## src/rtl/ssi_pos_pkg.sv

```systemverilog
package ssi_pos_pkg;

  // Width of the absolute position word
  localparam int unsigned POS_W = 17;

  // Frame controller state
  typedef enum logic {
    FR_IDLE   = 1'b0,
    FR_ACTIVE = 1'b1
  } frame_st_e;

endpackage

```

## src/rtl/ssi_pos_sync.sv

```systemverilog
// Synchronizer chain for one asynchronous input. Gives the synchronized
// level and the level one system clock earlier, for edge detection.
module ssi_pos_sync #(
  parameter int unsigned STAGES  = 2,
  parameter bit          RST_VAL = 1'b1
) (
  input  logic clk,
  input  logic rst_n,
  input  logic async_i,
  output logic level_o,
  output logic prev_o
);

  logic [STAGES:0] chain_q;

  always_ff @(posedge clk or negedge rst_n) begin
    if (!rst_n) begin
      chain_q <= {(STAGES + 1){RST_VAL}};
    end else begin
      chain_q <= {chain_q[STAGES-1:0], async_i};
    end
  end

  assign level_o = chain_q[STAGES-1];
  assign prev_o  = chain_q[STAGES];

endmodule

```

## src/rtl/ssi_pos_frame.sv

```systemverilog
// Frame controller: decides when a frame opens (capture), when a bit
// advances and when the frame closes. This covers select-bounded
// three-wire frames and timeout-bounded two-wire frames.
module ssi_pos_frame
  import ssi_pos_pkg::*;
#(
  parameter int unsigned IDLE_TIMEOUT = 1250
) (
  input  logic clk,
  input  logic rst_n,
  input  logic two_wire_i,
  input  logic sel_s_i,
  input  logic sel_d_i,
  input  logic sclk_s_i,
  input  logic sclk_d_i,
  output logic cap_o,
  output logic adv_o,
  output logic end_o,
  output logic active_o
);

  localparam int unsigned IDLE_W = $clog2(IDLE_TIMEOUT + 1);
  localparam logic [IDLE_W-1:0] IDLE_LAST = IDLE_W'(IDLE_TIMEOUT - 1);

  frame_st_e         st_q;
  logic [IDLE_W-1:0] idle_q;
  logic              sclk_rise, sclk_fall, sel_fall;
  logic              timeout_hit;
  logic              active;

  assign sclk_rise = sclk_s_i & ~sclk_d_i;
  assign sclk_fall = ~sclk_s_i & sclk_d_i;
  assign sel_fall  = ~sel_s_i & sel_d_i;
  assign active    = (st_q == FR_ACTIVE);

  assign timeout_hit = sclk_s_i && (idle_q == IDLE_LAST);

  always_comb begin
    cap_o = 1'b0;
    end_o = 1'b0;
    if (!active) begin
      cap_o = two_wire_i ? sclk_fall : sel_fall;
    end else begin
      end_o = two_wire_i ? timeout_hit : sel_s_i;
    end
  end

  assign adv_o    = active && sclk_rise && !end_o;
  assign active_o = active;

  always_ff @(posedge clk or negedge rst_n) begin
    if (!rst_n) begin
      st_q <= FR_IDLE;
    end else if (cap_o) begin
      st_q <= FR_ACTIVE;
    end else if (end_o) begin
      st_q <= FR_IDLE;
    end
  end

  // Clock-high monoflop: counts system clocks while the serial clock is high
  always_ff @(posedge clk or negedge rst_n) begin
    if (!rst_n) begin
      idle_q <= '0;
    end else if (!active || !sclk_s_i || end_o) begin
      idle_q <= '0;
    end else begin
      idle_q <= idle_q + 1'b1;
    end
  end


  sel_high_close_chk: assert property (@(posedge clk) disable iff (!rst_n)
    (!two_wire_i && sel_s_i) |=> (st_q == FR_IDLE));


  idle_close_chk: assert property (@(posedge clk) disable iff (!rst_n)
    (two_wire_i && active && sclk_s_i && idle_q == IDLE_LAST) |=> (st_q == FR_IDLE));

endmodule

```

## src/rtl/ssi_pos_shift.sv

```systemverilog
// Capture register and bit sequencer: snapshots the (optionally inverted)
// position and presents one bit per advance, MSB first, then zeros.
module ssi_pos_shift #(
  parameter int unsigned POS_W = 17
) (
  input  logic             clk,
  input  logic             rst_n,
  input  logic [POS_W-1:0] pos_i,
  input  logic             dir_down_i,
  input  logic             cap_i,
  input  logic             adv_i,
  input  logic             end_i,
  input  logic             active_i,
  output logic             sdo_o
);

  localparam int unsigned      CNT_W   = $clog2(POS_W + 1);
  localparam logic [CNT_W-1:0] CNT_ALL = CNT_W'(POS_W);
  localparam logic [POS_W-1:0] POS_MAX = {POS_W{1'b1}};

  logic [POS_W-1:0] shreg_q;
  logic [CNT_W-1:0] cnt_q;
  logic             sdo_q;
  logic [POS_W-1:0] snap;

  assign snap = dir_down_i ? (POS_MAX - pos_i) : pos_i;

  always_ff @(posedge clk or negedge rst_n) begin
    if (!rst_n) begin
      shreg_q <= '0;
      cnt_q   <= '0;
      sdo_q   <= 1'b1;
    end else if (cap_i) begin
      shreg_q <= snap;
      cnt_q   <= '0;
      sdo_q   <= 1'b1;
    end else if (end_i) begin
      cnt_q   <= '0;
      sdo_q   <= 1'b1;
    end else if (adv_i) begin
      if (cnt_q < CNT_ALL) begin
        sdo_q   <= shreg_q[POS_W-1];
        shreg_q <= {shreg_q[POS_W-2:0], 1'b0};
        cnt_q   <= cnt_q + 1'b1;
      end else begin
        sdo_q   <= 1'b0;
      end
    end
  end

  assign sdo_o = sdo_q;


  sdo_edge_only_chk: assert property (@(posedge clk) disable iff (!rst_n)
    !$stable(sdo_q) |-> $past(adv_i || cap_i || end_i));


  trail_low_chk: assert property (@(posedge clk) disable iff (!rst_n)
    (active_i && adv_i && cnt_q == CNT_ALL) |=> !sdo_q);


  end_idle_high_chk: assert property (@(posedge clk) disable iff (!rst_n)
    end_i |=> sdo_q);

endmodule

```

## src/rtl/ssi_pos_tx.sv

```systemverilog
// SSI absolute position serializer top.
module ssi_pos_tx
  import ssi_pos_pkg::*;
#(
  parameter int unsigned WORD_W       = POS_W,
  parameter int unsigned SYNC_STAGES  = 2,
  parameter int unsigned IDLE_TIMEOUT = 1250
) (
  input  logic              clk,
  input  logic              rst_n,
  input  logic              ssi_clk_i,
  input  logic              ssi_sel_n_i,
  input  logic [WORD_W-1:0] pos_i,
  input  logic              dir_down_i,
  input  logic              two_wire_i,
  output logic              sdo_o,
  output logic              sdo_oe_o
);

  localparam int unsigned N_SYNC = 2;

  logic [N_SYNC-1:0] async_in, lvl, prv;
  logic              cap, adv, fin, active;

  assign async_in = {ssi_sel_n_i, ssi_clk_i};

  // Both external lines idle high
  for (genvar g = 0; g < N_SYNC; g++) begin : g_sync
    ssi_pos_sync #(
      .STAGES (SYNC_STAGES),
      .RST_VAL(1'b1)
    ) u_sync (
      .clk    (clk),
      .rst_n  (rst_n),
      .async_i(async_in[g]),
      .level_o(lvl[g]),
      .prev_o (prv[g])
    );
  end

  ssi_pos_frame #(
    .IDLE_TIMEOUT(IDLE_TIMEOUT)
  ) u_frame (
    .clk       (clk),
    .rst_n     (rst_n),
    .two_wire_i(two_wire_i),
    .sel_s_i   (lvl[1]),
    .sel_d_i   (prv[1]),
    .sclk_s_i  (lvl[0]),
    .sclk_d_i  (prv[0]),
    .cap_o     (cap),
    .adv_o     (adv),
    .end_o     (fin),
    .active_o  (active)
  );

  ssi_pos_shift #(
    .POS_W(WORD_W)
  ) u_shift (
    .clk       (clk),
    .rst_n     (rst_n),
    .pos_i     (pos_i),
    .dir_down_i(dir_down_i),
    .cap_i     (cap),
    .adv_i     (adv),
    .end_i     (fin),
    .active_i  (active),
    .sdo_o     (sdo_o)
  );

  assign sdo_oe_o = two_wire_i | active;


  idle_hiz_chk: assert property (@(posedge clk) disable iff (!rst_n)
    (!two_wire_i && !active) |-> !sdo_oe_o);

endmodule

```

## config.mk

```make
export PLATFORM = sky130hd
export DESIGN_NAME = ssi_pos_tx
export DESIGN_NICKNAME = d
export VERILOG_FILES = /design/src/rtl/ssi_pos_pkg.sv /design/src/rtl/ssi_pos_sync.sv /design/src/rtl/ssi_pos_frame.sv /design/src/rtl/ssi_pos_shift.sv /design/src/rtl/ssi_pos_tx.sv
export SDC_FILE = /design/constraint.sdc
export NUM_CORES = 1
export LEC_CHECK = 0
export BUFFER_PORTS_ARGS = -buffer_cell sky130_fd_sc_hd__buf_2
export CORE_MARGIN = 10
export CORE_UTILIZATION = 57
export DETAILED_ROUTE_END_ITERATION = 7
export PLACE_DENSITY = 0.75
export SYNTH_ARGS = -nofsm -noshare
export SYNTH_HDL_FRONTEND = slang
export SYNTH_HIERARCHICAL = 1
export SYNTH_SLANG_ARGS = --single-unit
```

## constraint.sdc

```tcl
create_clock -name clk -period 2.72 [get_ports clk]
set_input_delay 0.544 -clock clk [delete_from_list [all_inputs] [get_ports clk]]
set_output_delay 0.544 -clock clk [all_outputs]
set_load 0.02 [all_outputs]
```

==> run summary <==
Outcome: completed
Int Power: 1090 uW
Later-pin clock latency in the skew report: 0.30 ns
Crit Path Category: flip-flop to flip-flop
Met1 Resource Use GR: 19.1%
Setup violators final: 0
Die height: 80.6 microns
Antenna diodes: 0
Layout net count: 250
CP Data Required Time: 2.93 ns
Final core occ: 68.1%
CP Launch Type: flip-flop
Mapped Cells: 203
Class of the worst hold path: primary input to flip-flop
Starting density of the core: 60.9%
Post-Syn Nets: 229
GRT Total Usage: 15.0%
Syn_area_per_cell: 10.3 sq um
Hpwl dp: 3250 microns
Critical Path Max Stage Delay: 0.58 ns
Most frequent cells in the layout: dfrtp_1, buf_2, o21ai_0
RSZ-0062 raised after global routing: no
CORE AREA: 3440 sq um
Switch share: 28.9%
Asr flop ratio synth: 100%
Sequence of cells on the critical path: or4_4 -> or4_1 -> a21boi_2 -> nand2b_1 -> buf_4 -> o21ai_0 -> a22oi_1
Via count: 1739
Peak VDD IR: 385 uV
IO Port Bufs: 24
Netlist cell types: 36
Final Slew Violations: 0
Vias/cell: 6.42
CP endpoint kind: flip-flop
Clock root buffer: clkbuf_8
Std-Cell Rows: 21
Fin crit period: 2.55 ns
Seq/Total Area, Yosys: 49.4%
Design area: 2340 sq um
Largest net degree at the start of global routing: 42
Seq. cell area: 1030 sq um
Maximum capacitance violations: 0
Gr busiest metal: met2
CTS max path bufs: 2
CTS Sinks: 41
Critical path peak fanout: 17
Fmax achieved: 392 MHz
CTS tree: built
Clock slew at reported path FFs: 0.08 ns
Drt drc: 0
Reg power frac: 53.3%
Io pins: 25
Most common cell after layout, fill and taps aside: dfrtp_1
Area of the multi-input gates: 985 sq um
Inserted Clock Buffers: 5
Per-cell routed wire length: 17.3 microns
Slew @ Worst Pin: 0.973 ns
Setup TNS: 0 ns
Gr ovfl total: 0
Vias in the first global route: 1676
Hold Path Cell Cnt: 1
Final WL: 4700 microns
Clock Power Share: 27.0%
Die W: 80.6 microns
Setup Buffers After CTS: 0
R2r setup slk: 0.17 ns
Clock Skews: 0.00891 ns
Area growth, synth to finish: 11.9%
Total power: 1530 uW
Post-CTS Hold Buffers: 0
Gpl congestion: 0.831
Fillers: 276
Pwr/cell area: 655 nW/um^2
Initial DRC count: 189
Synthesis Warnings: 6
Router iterations before antenna repair: 4
Layout cells sized above 1: 22.2%
ANT nets after route: 0
Cell Area, Synth: 2090 sq um
Ys flop type: dfrtp_1
Initial antenna violation count: 0
Die ar.: 6500 sq um
Placed Area: 2250 sq um
NetSw: 443 uW
CP max-delay cell: or4_1
Comb pwr share: 19.7%
M3 GR Usage: 4.01%
Hold Fails Final Rpt: 0
First-pass GRT wire length: 7800 microns
Total number of H-tree levels: 2
Slew margin rel.: 34.9%
Tcrit/Tclk final: 93.7%
Reg2reg path depth: 7
Leak: 0.000901 uW
Final hold slack: 0.341 ns
Met2 usage: 23.4%
Critical Path AT: 2.76 ns
Synthesis-stage register bit count: 41
Number of synthesized flops with an enable pin: 0
==> layout make-up <==
cell class	count	share of cell area, %
Clock buffer	8	3.84
Inverter	5	0.801
Multi-Input combinational cell	142	42.0
Sequential cell	41	44.2
Tap cell	46	2.46
Timing Repair Buffer	29	6.73
==> cell usage after synthesis (3+ instances only) <==
library cell / number / area share (%)
a211oi_1: 6 / 2.2
a21oi_1: 6 / 1.4
a22oi_1: 16 / 5.7
a31oi_1: 16 / 4.8
buf_2: 4 / 0.96
clkbuf_1: 9 / 1.6
dfrtp_1: 34 / 41
dfstp_2: 7 / 8.8
ha_1: 3 / 1.8
inv_1: 5 / 0.90
nand2_1: 5 / 0.90
nand2b_1: 3 / 0.90
nand3_1: 7 / 1.7
nand4_1: 3 / 0.90
nor3_1: 6 / 1.4
o21ai_0: 24 / 5.7
o31ai_1: 4 / 1.4
or3_1: 5 / 1.5
or4_1: 5 / 1.8
xnor2_1: 17 / 7.1
xor2_1: 3 / 1.3
==> per-stage QoR <==
stage,instances,worst slack [ns]
after global placement,263,0.194
after detailed placement,263,0.107
after global routing,271,0.0894
after CTS,271,0.0926
after floorplan,203,0.235
final,271,0.171
==> final timing paths <==
check	from	to
max	u_frame/idle_q[3]	u_shift/shreg_q[7]
min	ssi_sel_n_i	g_sync[1].u_sync/chain_q[0]
max reg2reg	u_frame/idle_q[3]	u_shift/shreg_q[7]
min reg2reg	g_sync[0].u_sync/chain_q[0]	g_sync[0].u_sync/chain_q[1]
max in group asynchronous	rst_n	u_shift/shreg_q[5]
min in group asynchronous	rst_n	u_frame/idle_q[8]
==> layer usage <==
layer	routed length, microns	vias up
li1	-	805
met1	2020	848
met2	2270	74
met3	310	12
met4	91	0
met5	0	-
==> power groups by stage <==
stage,combinational (uW),sequential (uW),clock [uW]
final,302,819,414
after global routing,337,833,441
after CTS,302,816,415
after detailed placement,302,826,0
after global placement,281,818,0
after floorplan,217,809,0
==> registers in the layout (all words and copies together) (netlist names) <==
name / count
u_shift/shreg_q: 17
g_sync.u_sync/chain_q: 6
u_shift/cnt_q: 5
u_shift/sdo_o: 1
u_frame/active_o: 1
u_frame/idle_q: 11
==> critical path: cells and delay by family (launching register included) <==
kind                   cells  cell delay, ns
buffers and inverters      1            0.19
AOI/OAI and AO/OA          3            0.57
and+or+nand+nor            3            1.26
DFF                        1            0.43
==> repair_timing <==
item                                    CTS  global route
endpoints found under the hold margin     0             0
endpoints found under the setup margin    0            16
gates resized for setup                   0             3
==> logic make-up after synthesis <==
family | share of synthesized area, %
simple gates | 12.1
flops | 49.4
xor+xnor | 8.36
compound gates | 24.3
buf+inv | 4.06
fa+ha+maj | 1.79
(Power assumes the default switching activity.)
